### config.mk
export PLATFORM = sky130hd
export DESIGN_NAME = fdc_regblock
export DESIGN_NICKNAME = d
export VERILOG_FILES = /design/src/rtl/fdc_pkg.sv /design/src/rtl/fdc_bus_decode.sv /design/src/rtl/fdc_tick_timer.sv /design/src/rtl/fdc_sticky_bits.sv /design/src/rtl/fdc_ctrl_bits.sv /design/src/rtl/fdc_regblock.sv
export SDC_FILE = /design/constraint.sdc
export NUM_CORES = 1
export LEC_CHECK = 0
export BUFFER_PORTS_ARGS = -buffer_cell sky130_fd_sc_hd__buf_2
export CORE_MARGIN = 1.5
export CORE_UTILIZATION = 55
export CTS_CLUSTER_SIZE = 40
export DETAILED_ROUTE_END_ITERATION = 16
export PLACE_DENSITY = 0.8
export SYNTH_ARGS = -nofsm -noshare
export SYNTH_HDL_FRONTEND = slang
export SYNTH_SLANG_ARGS = --single-unit
### constraint.sdc
create_clock -name clk -period 2.39 [get_ports clk]
set_input_delay 0 -clock clk [delete_from_list [all_inputs] [get_ports clk]]
set_output_delay 0 -clock clk [all_outputs]
set_load 0.02 [all_outputs]
### src/rtl/fdc_pkg.sv
package fdc_pkg;
  localparam int IDX_W = 4;
  localparam int N_REGS = 7;

  localparam logic [IDX_W-1:0] IDX_TIMER    = 4'd0;
  localparam logic [IDX_W-1:0] IDX_SELECT   = 4'd1;
  localparam logic [IDX_W-1:0] IDX_CTRL_CLR = 4'd2;
  localparam logic [IDX_W-1:0] IDX_CTRL_SET = 4'd3;
  localparam logic [IDX_W-1:0] IDX_FLAGS    = 4'd4;
  localparam logic [IDX_W-1:0] IDX_ERROR    = 4'd5;
  localparam logic [IDX_W-1:0] IDX_IEN      = 4'd6;

  localparam int CTRL_W = 5;
  localparam int CB_IRQ_EN   = 0;
  localparam int CB_DRV1     = 1;
  localparam int CB_DRV2     = 2;
  localparam int CB_ACTION   = 3;
  localparam int CB_WRITE    = 4;

  localparam int FLAG_W = 6;
  localparam int FB_TIMER  = 0;
  localparam int FB_SEEK   = 1;
  localparam int FB_SECTOR = 2;
  localparam int FB_XFER   = 3;
  localparam int FB_CHANGE = 4;
  localparam int FB_ERROR  = 5;

  localparam int SEL_W = 4;
  localparam logic [7:0] ERR_KEEP = 8'hC5;
endpackage

### src/rtl/fdc_bus_decode.sv
module fdc_bus_decode #(
  parameter int IDX_W  = 4,
  parameter int N_REGS = 7
) (
  input  logic              sel,
  input  logic              wr,
  input  logic [IDX_W-1:0]  idx,
  output logic [N_REGS-1:0] wr_hit,
  output logic [N_REGS-1:0] rd_hit
);
  for (genvar g = 0; g < N_REGS; g++) begin : g_hit
    assign wr_hit[g] = sel &  wr & (idx == IDX_W'(g));
    assign rd_hit[g] = sel & ~wr & (idx == IDX_W'(g));
  end
endmodule

### src/rtl/fdc_tick_timer.sv
module fdc_tick_timer #(
  parameter int PRESCALE = 50,
  parameter int CNT_W    = 8
) (
  input  logic             clk,
  input  logic             rst_n,
  input  logic             load,
  input  logic [CNT_W-1:0] load_val,
  output logic [CNT_W-1:0] count,
  output logic             expire
);
  localparam int PRE_W = (PRESCALE > 1) ? $clog2(PRESCALE) : 1;
  localparam logic [PRE_W-1:0] PRE_LAST = PRE_W'(PRESCALE - 1);

  logic [PRE_W-1:0] pre_q;
  logic             tick;

  assign tick   = (pre_q == PRE_LAST);
  assign expire = !load && (count == CNT_W'(1)) && tick;

  always_ff @(posedge clk or negedge rst_n) begin
    if (!rst_n) begin
      pre_q <= '0;
      count <= '0;
    end else if (load) begin
      pre_q <= '0;
      count <= load_val;
    end else if (count != '0) begin
      if (tick) begin
        pre_q <= '0;
        count <= count - CNT_W'(1);
      end else begin
        pre_q <= pre_q + PRE_W'(1);
      end
    end
  end
endmodule

### src/rtl/fdc_sticky_bits.sv
module fdc_sticky_bits #(
  parameter int W = 6
) (
  input  logic         clk,
  input  logic         rst_n,
  input  logic [W-1:0] set_vec,
  input  logic         rd_clr,
  output logic [W-1:0] q
);
  always_ff @(posedge clk or negedge rst_n) begin
    if (!rst_n)      q <= '0;
    else if (rd_clr) q <= set_vec;
    else             q <= q | set_vec;
  end
endmodule

### src/rtl/fdc_ctrl_bits.sv
module fdc_ctrl_bits #(
  parameter int W = 5
) (
  input  logic         clk,
  input  logic         rst_n,
  input  logic         set_we,
  input  logic         clr_we,
  input  logic [W-1:0] mask,
  output logic [W-1:0] q
);
  logic [W-1:0] set_m, clr_m;
  assign set_m = set_we ? mask : '0;
  assign clr_m = clr_we ? mask : '0;

  always_ff @(posedge clk or negedge rst_n) begin
    if (!rst_n) q <= '0;
    else        q <= (q & ~clr_m) | set_m;
  end
endmodule

### src/rtl/fdc_regblock.sv
module fdc_regblock
  import fdc_pkg::*;
#(
  parameter int ADDR_W   = 8,
  parameter int PRESCALE = 50
) (
  input  logic              clk,
  input  logic              rst_n,
  input  logic              bus_sel,
  input  logic              bus_wr,
  input  logic [ADDR_W-1:0] bus_addr,
  input  logic [7:0]        bus_wdata,
  output logic [7:0]        bus_rdata,
  output logic              bus_rvalid,
  input  logic              evt_seek_done,
  input  logic              evt_sector_seen,
  input  logic              evt_xfer_done,
  input  logic              evt_data_changed,
  input  logic [7:0]        err_event,
  output logic              irq,
  output logic [2:0]        drv_phase,
  output logic              drv_strobe,
  output logic              drive_en,
  output logic              drive2_en,
  output logic              do_action,
  output logic              write_sectors
);
  localparam int AIDX_W = ADDR_W - 4;

  logic [AIDX_W-1:0] idx;
  logic [N_REGS-1:0] wr_hit, rd_hit;
  logic [CTRL_W-1:0] ctrl_q;
  logic [FLAG_W-1:0] flags_q, flag_set;
  logic [7:0]        err_q, err_set;
  logic [7:0]        timer_cnt;
  logic              timer_expire;
  logic [SEL_W-1:0]  sel_q;
  logic [FLAG_W-1:0] ien_q;
  logic [7:0]        rd_mux;

  assign idx = bus_addr[ADDR_W-1:4];

  fdc_bus_decode #(.IDX_W(AIDX_W), .N_REGS(N_REGS)) u_dec (
    .sel(bus_sel), .wr(bus_wr), .idx(idx), .wr_hit(wr_hit), .rd_hit(rd_hit)
  );

  fdc_ctrl_bits #(.W(CTRL_W)) u_ctrl (
    .clk(clk), .rst_n(rst_n),
    .set_we(wr_hit[IDX_CTRL_SET]), .clr_we(wr_hit[IDX_CTRL_CLR]),
    .mask(bus_wdata[CTRL_W-1:0]), .q(ctrl_q)
  );

  fdc_tick_timer #(.PRESCALE(PRESCALE), .CNT_W(8)) u_timer (
    .clk(clk), .rst_n(rst_n),
    .load(wr_hit[IDX_TIMER]), .load_val(bus_wdata),
    .count(timer_cnt), .expire(timer_expire)
  );

  assign err_set = err_event & ERR_KEEP;

  fdc_sticky_bits #(.W(8)) u_err (
    .clk(clk), .rst_n(rst_n), .set_vec(err_set),
    .rd_clr(rd_hit[IDX_ERROR]), .q(err_q)
  );

  always_comb begin
    flag_set            = '0;
    flag_set[FB_TIMER]  = timer_expire;
    flag_set[FB_SEEK]   = evt_seek_done;
    flag_set[FB_SECTOR] = evt_sector_seen;
    flag_set[FB_XFER]   = evt_xfer_done;
    flag_set[FB_CHANGE] = evt_data_changed;
    flag_set[FB_ERROR]  = |err_set;
  end

  fdc_sticky_bits #(.W(FLAG_W)) u_flags (
    .clk(clk), .rst_n(rst_n), .set_vec(flag_set),
    .rd_clr(rd_hit[IDX_FLAGS]), .q(flags_q)
  );

  always_ff @(posedge clk or negedge rst_n) begin
    if (!rst_n) begin
      sel_q <= '0;
      ien_q <= '0;
    end else begin
      if (wr_hit[IDX_SELECT]) sel_q <= bus_wdata[SEL_W-1:0];
      if (wr_hit[IDX_IEN])    ien_q <= bus_wdata[FLAG_W-1:0];
    end
  end

  always_comb begin
    rd_mux = 8'h00;
    if (rd_hit[IDX_TIMER])    rd_mux = timer_cnt;
    if (rd_hit[IDX_SELECT])   rd_mux = 8'(sel_q);
    if (rd_hit[IDX_CTRL_CLR] || rd_hit[IDX_CTRL_SET]) rd_mux = 8'(ctrl_q);
    if (rd_hit[IDX_FLAGS])    rd_mux = 8'(flags_q);
    if (rd_hit[IDX_ERROR])    rd_mux = err_q;
    if (rd_hit[IDX_IEN])      rd_mux = 8'(ien_q);
  end

  always_ff @(posedge clk or negedge rst_n) begin
    if (!rst_n) begin
      bus_rdata  <= 8'h00;
      bus_rvalid <= 1'b0;
    end else begin
      bus_rvalid <= bus_sel & ~bus_wr;
      if (bus_sel && !bus_wr) bus_rdata <= rd_mux;
    end
  end

  assign irq           = ctrl_q[CB_IRQ_EN] & (|(flags_q & ien_q));
  assign drv_phase     = sel_q[2:0];
  assign drv_strobe    = sel_q[3];
  assign drive_en      = ctrl_q[CB_DRV1];
  assign drive2_en     = ctrl_q[CB_DRV2];
  assign do_action     = ctrl_q[CB_ACTION];
  assign write_sectors = ctrl_q[CB_WRITE];
endmodule

* Word-level counts from Yosys, hierarchy flattened
Cells that the tools add are included.
** Operators by class
- $add $sub $neg :: 2
- Eq/ne operators :: 8
- Muxes and demuxes :: 16
- Bitwise gates (word level) :: 22
- Reductions and logical operators :: 13
** Operator list (number)
- $mux 8 :: 10
- $mux 6 :: 4
- $and 1x1->1 :: 15
- $eq 4x3->1 const B :: 3
- $mux 5 :: 2
- $eq 4x2->1 const B :: 2
- $eq 8x1->1 const B :: 1
- $or 8x8->8 :: 1
- $reduce_bool 8->1 :: 1
- $sub 8x1->8 const B :: 1
- $add 6x1->6 const B :: 1
- $and 6x6->6 :: 1
- $eq 6x6->1 const B :: 1
- $or 6x6->6 :: 1
- $reduce_or 6->1 :: 1
- $and 5x5->5 :: 1
- $not 5->5 :: 1
- $or 5x5->5 :: 1
- $eq 4x1->1 const B :: 1
- $logic_not 4->1 :: 1
- $reduce_bool 2->1 :: 2
- $reduce_or 4->1 :: 1
- $logic_and 1x1->1 :: 3
- $logic_not 1->1 :: 2
- 3 further kinds :: 3
** Word-level totals
- Register bits :: 52
- Input port bits :: 32
- Output and inout port bits :: 18
- Logic and storage cells :: 70

* Logic depth before layout (Yosys ltp)
- Depth after elaboration :: 9
- Gate-level depth with buffers :: 7
- Gate-level depth less buffers :: 6

* Cells and area by module
Synthesis repeated with hierarchy kept, for this count alone.
** Second synthesis, totals
- Cells, all modules :: 272
- Area, all modules :: 2892.8 µm²
** Modules (own cells, without submodules)
- fdc_regblock :: instances 1, cells each 107, area each 1116.1 µm², seq. area each 475.5 µm²
- fdc_tick_timer :: instances 1, cells each 98, area each 987.2 µm², seq. area each 350.3 µm²
- fdc_sticky_bits (u_err) :: instances 1, cells each 17, area each 264.0 µm², seq. area each 200.2 µm²
- fdc_sticky_bits (u_flags) :: instances 1, cells each 13, area each 198.9 µm², seq. area each 150.1 µm²
- fdc_ctrl_bits :: instances 1, cells each 15, area each 187.7 µm², seq. area each 125.1 µm²
- fdc_bus_decode :: instances 1, cells each 22, area each 138.9 µm², seq. area each 0.0 µm²

* Worst setup path before layout
Ideal clock, no wire load.
- Path kind :: register to register
- Start point :: reg u_timer.count[0]
- End point :: reg u_timer.pre_q[0]
- Library setup time :: 0.128 ns
- Arrival :: 1.745 ns
- Path slack :: 0.517 ns
- Cell stages (with the launch flop) :: 8
- Buffers on the path :: 1
- Clock period less this slack :: 1.873 ns
- Path through :: dfrtp_1 -> inv_1 -> ha_1 -> or4b_4 -> a211oi_2 -> buf_4 -> or3_1 -> o21ai_0
** On the way
- Word-level cells in the longest chain between the ends :: 2
** Ends and longest elaborated chain
- from (decl) :: line fdc_tick_timer.sv:9 : output logic [CNT_W-1:0] count,
- from (signal assigned) :: line fdc_tick_timer.sv:27 : count <= load_val;
- from (signal assigned) :: line fdc_tick_timer.sv:31 : count <= count - CNT_W'(1);
- $reduce_bool 8->1 :: line fdc_tick_timer.sv:28 : end else if (count != '0) begin
- $reduce_bool 2->1 (no source line)
- to (signal assigned) :: line fdc_tick_timer.sv:33 : pre_q <= pre_q + PRE_W'(1);
- to (decl) :: line fdc_tick_timer.sv:15 : logic [PRE_W-1:0] pre_q;
No other way between the ends.
A chain may end at the register's enable or synchronous reset.

* Worst setup path in the final report
- Start point :: reg u_timer.count[0]
- End point :: reg u_timer.count[2]
** On the way
- Word-level cells in the longest chain between the ends :: 4
- Elaborated cells between the ends (all ways) :: 7
- Classes of those cells :: add/sub (1); mux (3); reduce/logical (3)
** Ends and longest elaborated chain
- $sub 8x1->8 :: line fdc_tick_timer.sv:31
- $mux 8 :: line fdc_tick_timer.sv:29 : if (tick) begin
- $mux 8 :: line fdc_tick_timer.sv:28
- $mux 8 :: line fdc_tick_timer.sv:25 : end else if (load) begin
Parallel ways exist; a longest one is shown, timed or not. The select of a mux whose other input is x is not followed.

==> flow_summary.toml <==
[run_status]
status = "finished clean"

[worst_setup_path]
path_class = "reg2reg"
critPathLaunchType = "flip-flop"
cp.arrival_ns = 2.22
required_ns = 2.62
cp-end-kind = "flip-flop"
crit_fanout = 6

[synthesis]
synthFlopType = "dfrtp_1"
synthCells = 242
synth_cell_types = 49
synth_edf_count = 0
ys_ff_latch = 48
seq_area_frac_synth_pct = 48.41
async_reset_ff_share_pct = 100.0
synthesis.area_um2 = 2481
synth_top_area_cell = "dfrtp_1"
syn_avg_cell_area_um2 = 10.25
yosys.area.top_type_share_pct = 48.41
synth_area_leaders = "dfrtp_1 48%, mux2_2 6.8%, nand2_1 4.2%"
yosysWarnings = 0
synth_nets = 278

[die]
die_h_um = 70.17
rows = 24
die_x_um = 70.17
num_io_pins = 50
die-area_um2 = 4923
initial_core_util_pct = 56.98
core-area_um2 = 4354

[layout]
utilization_pct = 69.20
n_antenna_cell = 0
area_growth_pct = 21.43
fin_nets = 338
fillCellCount = 334
multi_input_area_um2 = 1196
drive_gt1_share_pct = 25.08
seqCellArea_um2 = 1201

[sta]
tns_ns = 0
rsz0062_at_grt = "false"
slew_violations = 0
fin_crit_ns = 1.994
fmax_mhz = 501.5
setup_slack_ns = 0.3961
min_period_over_period_pct = 83.43
finalHoldViolCount = 0
finClkSkew_ns = 0.005798
worst_pin_slew_ns = 1.042
hold_ws_ns = 0.02941
setup_viol = 0
slew_headroom_pct = 30.52

[power]
netSwitchingFraction_pct = 33.27
p_leak_nw = 1.360
ir_worst_vdd_uv = 532.7
power_density_nw_per_um2 = 787.9
seqPwrFrac_pct = 49.1
switching_power_w = 0.0007898
p_comb_share_pct = 27.1
p_clk_share_pct = 23.8
cellInternalPower_w = 0.001584

[clock_tree]
cts-resized-gates = 0
cts_tree = "yes"
clock-root-buffer = "clkbuf_8"
cts_buffers = 5
clk_latency_ns = 0.29
htreeDepth = 2
clkTransAtPathRegs_ns = 0.08
cts.path.max_buffers = 2
clock_sinks = 48

[place]
dp_slack_ns = 0.4278
port-buffer-count = 41
dp_hpwl_um = 4026
place_congestion = 0.8230

[flow_run]
cap_violations = 0

[routing]
drc = 0
drtIter0Drc = 227
drtAntennaViolNets = 0
drt_wl_total_um = 5672
num_vias = 2146
drtPass1Iterations = 5
via_per_inst = 6.045
wl_per_cell_um = 15.98

[global_routing]
grt_pass1_wl_um = 9604
antenna_found_initial = 0
grt_max_degree = 49
grt_pass1_vias = 2011
overflow = 0
grtUsageTotal_pct = 24.85

[hold_path]
hp-class = "in2reg"
-- layout by cell type, fill, tap and decap left out, types with 2 or more instances in the layout --
cell type	n
a22oi_1	5
a21o_1	9
a222oi_1	4
nor4b_1	2
or4b_4	2
mux2i_1	4
ha_1	4
a211oi_1	2
nor2_1	16
a221o_1	2
nand2b_1	4
dfrtp_1	48
or3_1	5
buf_2	41
clkbuf_8	5
mux2_2	15
a21oi_1	10
inv_1	12
o211ai_1	2
and2_1	3
nor2b_1	2
or4_1	2
nand4_1	2
nor3_1	2
o21ai_0	13
buf_4	3
nand3_1	10
nand2_1	28
and4bb_2	2
and3_1	3
dlygate4sd3_1	17
nor4_1	2
a31oi_1	2
-- final cells by class --
type | count | area share (%)
Clock buffer | 6 | 2.409
Clock inverter | 2 | 1.163
Inverter | 12 | 1.495
Multi-Input combinational cell | 174 | 39.70
Sequential cell | 48 | 39.87
Tap cell | 52 | 2.159
Timing Repair Buffer | 61 | 13.21
-- Yosys cell counts (5+ instances only) --
| cell | n |
|---|---|
| nand2_1 | 28 |
| mux2_2 | 15 |
| nand3_1 | 10 |
| a21o_1 | 9 |
| o21ai_0 | 13 |
| or3_1 | 5 |
| nor2_1 | 16 |
| a21oi_1 | 10 |
| a22oi_1 | 5 |
| inv_1 | 12 |
| dfrtp_1 | 48 |
-- final timing paths --
path	from	endpoint	slack, ns	cells after the start
max in group asynchronous	rst_n	u_timer.count[1]$_DFFE_PN0P_	1.32	2
worst min register to register	u_err.q[7]$_DFF_PN0_	u_err.q[7]$_DFF_PN0_	0.49	1
worst max register to register	u_timer.count[0]$_DFFE_PN0P_	u_timer.count[2]$_DFFE_PN0P_	0.40	7
worst min-delay path	bus_addr[7]	bus_rdata[0]$_DFFE_PN0P_	0.03	3
worst max-delay path	u_timer.count[0]$_DFFE_PN0P_	u_timer.count[2]$_DFFE_PN0P_	0.40	7
min in group asynchronous	rst_n	u_err.q[6]$_DFF_PN0_	0.42	2
-- per-stage QoR --
step	instance area, um2	power (W)	instances
floorplan	2481	0.001575	242
global placement	2735	0.001772	330
detailed placement	2735	0.001799	330
CTS	3013	0.002390	355
global route	3013	0.002527	355
finish	3013	0.002374	355
-- worst max-delay path, cell delays in order, from the launching register on --
cell	delay, ns
dfrtp_1	0.42
inv_1	0.11
ha_1	0.22
buf_4	0.15
nor4b_1	0.16
a211o_4	0.38
or4_1	0.40
nand3_1	0.09
-- kinds of logic (layout without fill, tap and decap cells) --
family | Yosys count | in the layout | share of synthesized area (%)
fa+ha+maj | 4 | 4 | 2.017
compound gates | 61 | 61 | 17.65
buf+inv | 20 | 81 | 3.379
flops | 48 | 48 | 48.41
xor+xnor | 1 | 1 | 0.3531
simple gates | 89 | 89 | 19.77
mux | 19 | 19 | 8.422
-- routing by layer --
| metal | vias to the layer above | global-route usage [%] | routed length (um) |
|---|---|---|---|
| li1 | 1014 | - | - |
| met1 | 1037 | 33.27 | 2509 |
| met2 | 79 | 40.63 | 2772 |
| met3 | 16 | 6.061 | 298 |
| met4 | 0 | 6.838 | 92 |
| met5 | - | 0 | 0 |
-- sequential cells by signal, summed over array words and instances, names as in the netlist, 4 cells and up --
signal	cells
bus_rdata	8
ien_q	6
sel_q	4
u_ctrl.q	5
u_err.q	4
u_flags.q	6
u_timer.count	8
u_timer.pre_q	6
-- repair_timing --
action                    4_1_cts  5_1_grt
hold endpoints to repair       71        0
hold buffers                   17        0
buffers inserted                0        0
-- power by group through the flow --
stage / Combinational, W / Clock [W] / Sequential, W
6_report: 0.000643 / 0.000566 / 0.00116
5_1_grt: 0.000723 / 0.000612 / 0.00119
4_1_cts: 0.000645 / 0.000583 / 0.00116
3_5_place_dp: 0.000620 / 0 / 0.00118
3_3_place_gp: 0.000603 / 0 / 0.00117
2_1_floorplan: 0.000393 / 0 / 0.00118
(Power assumes the default switching activity.)
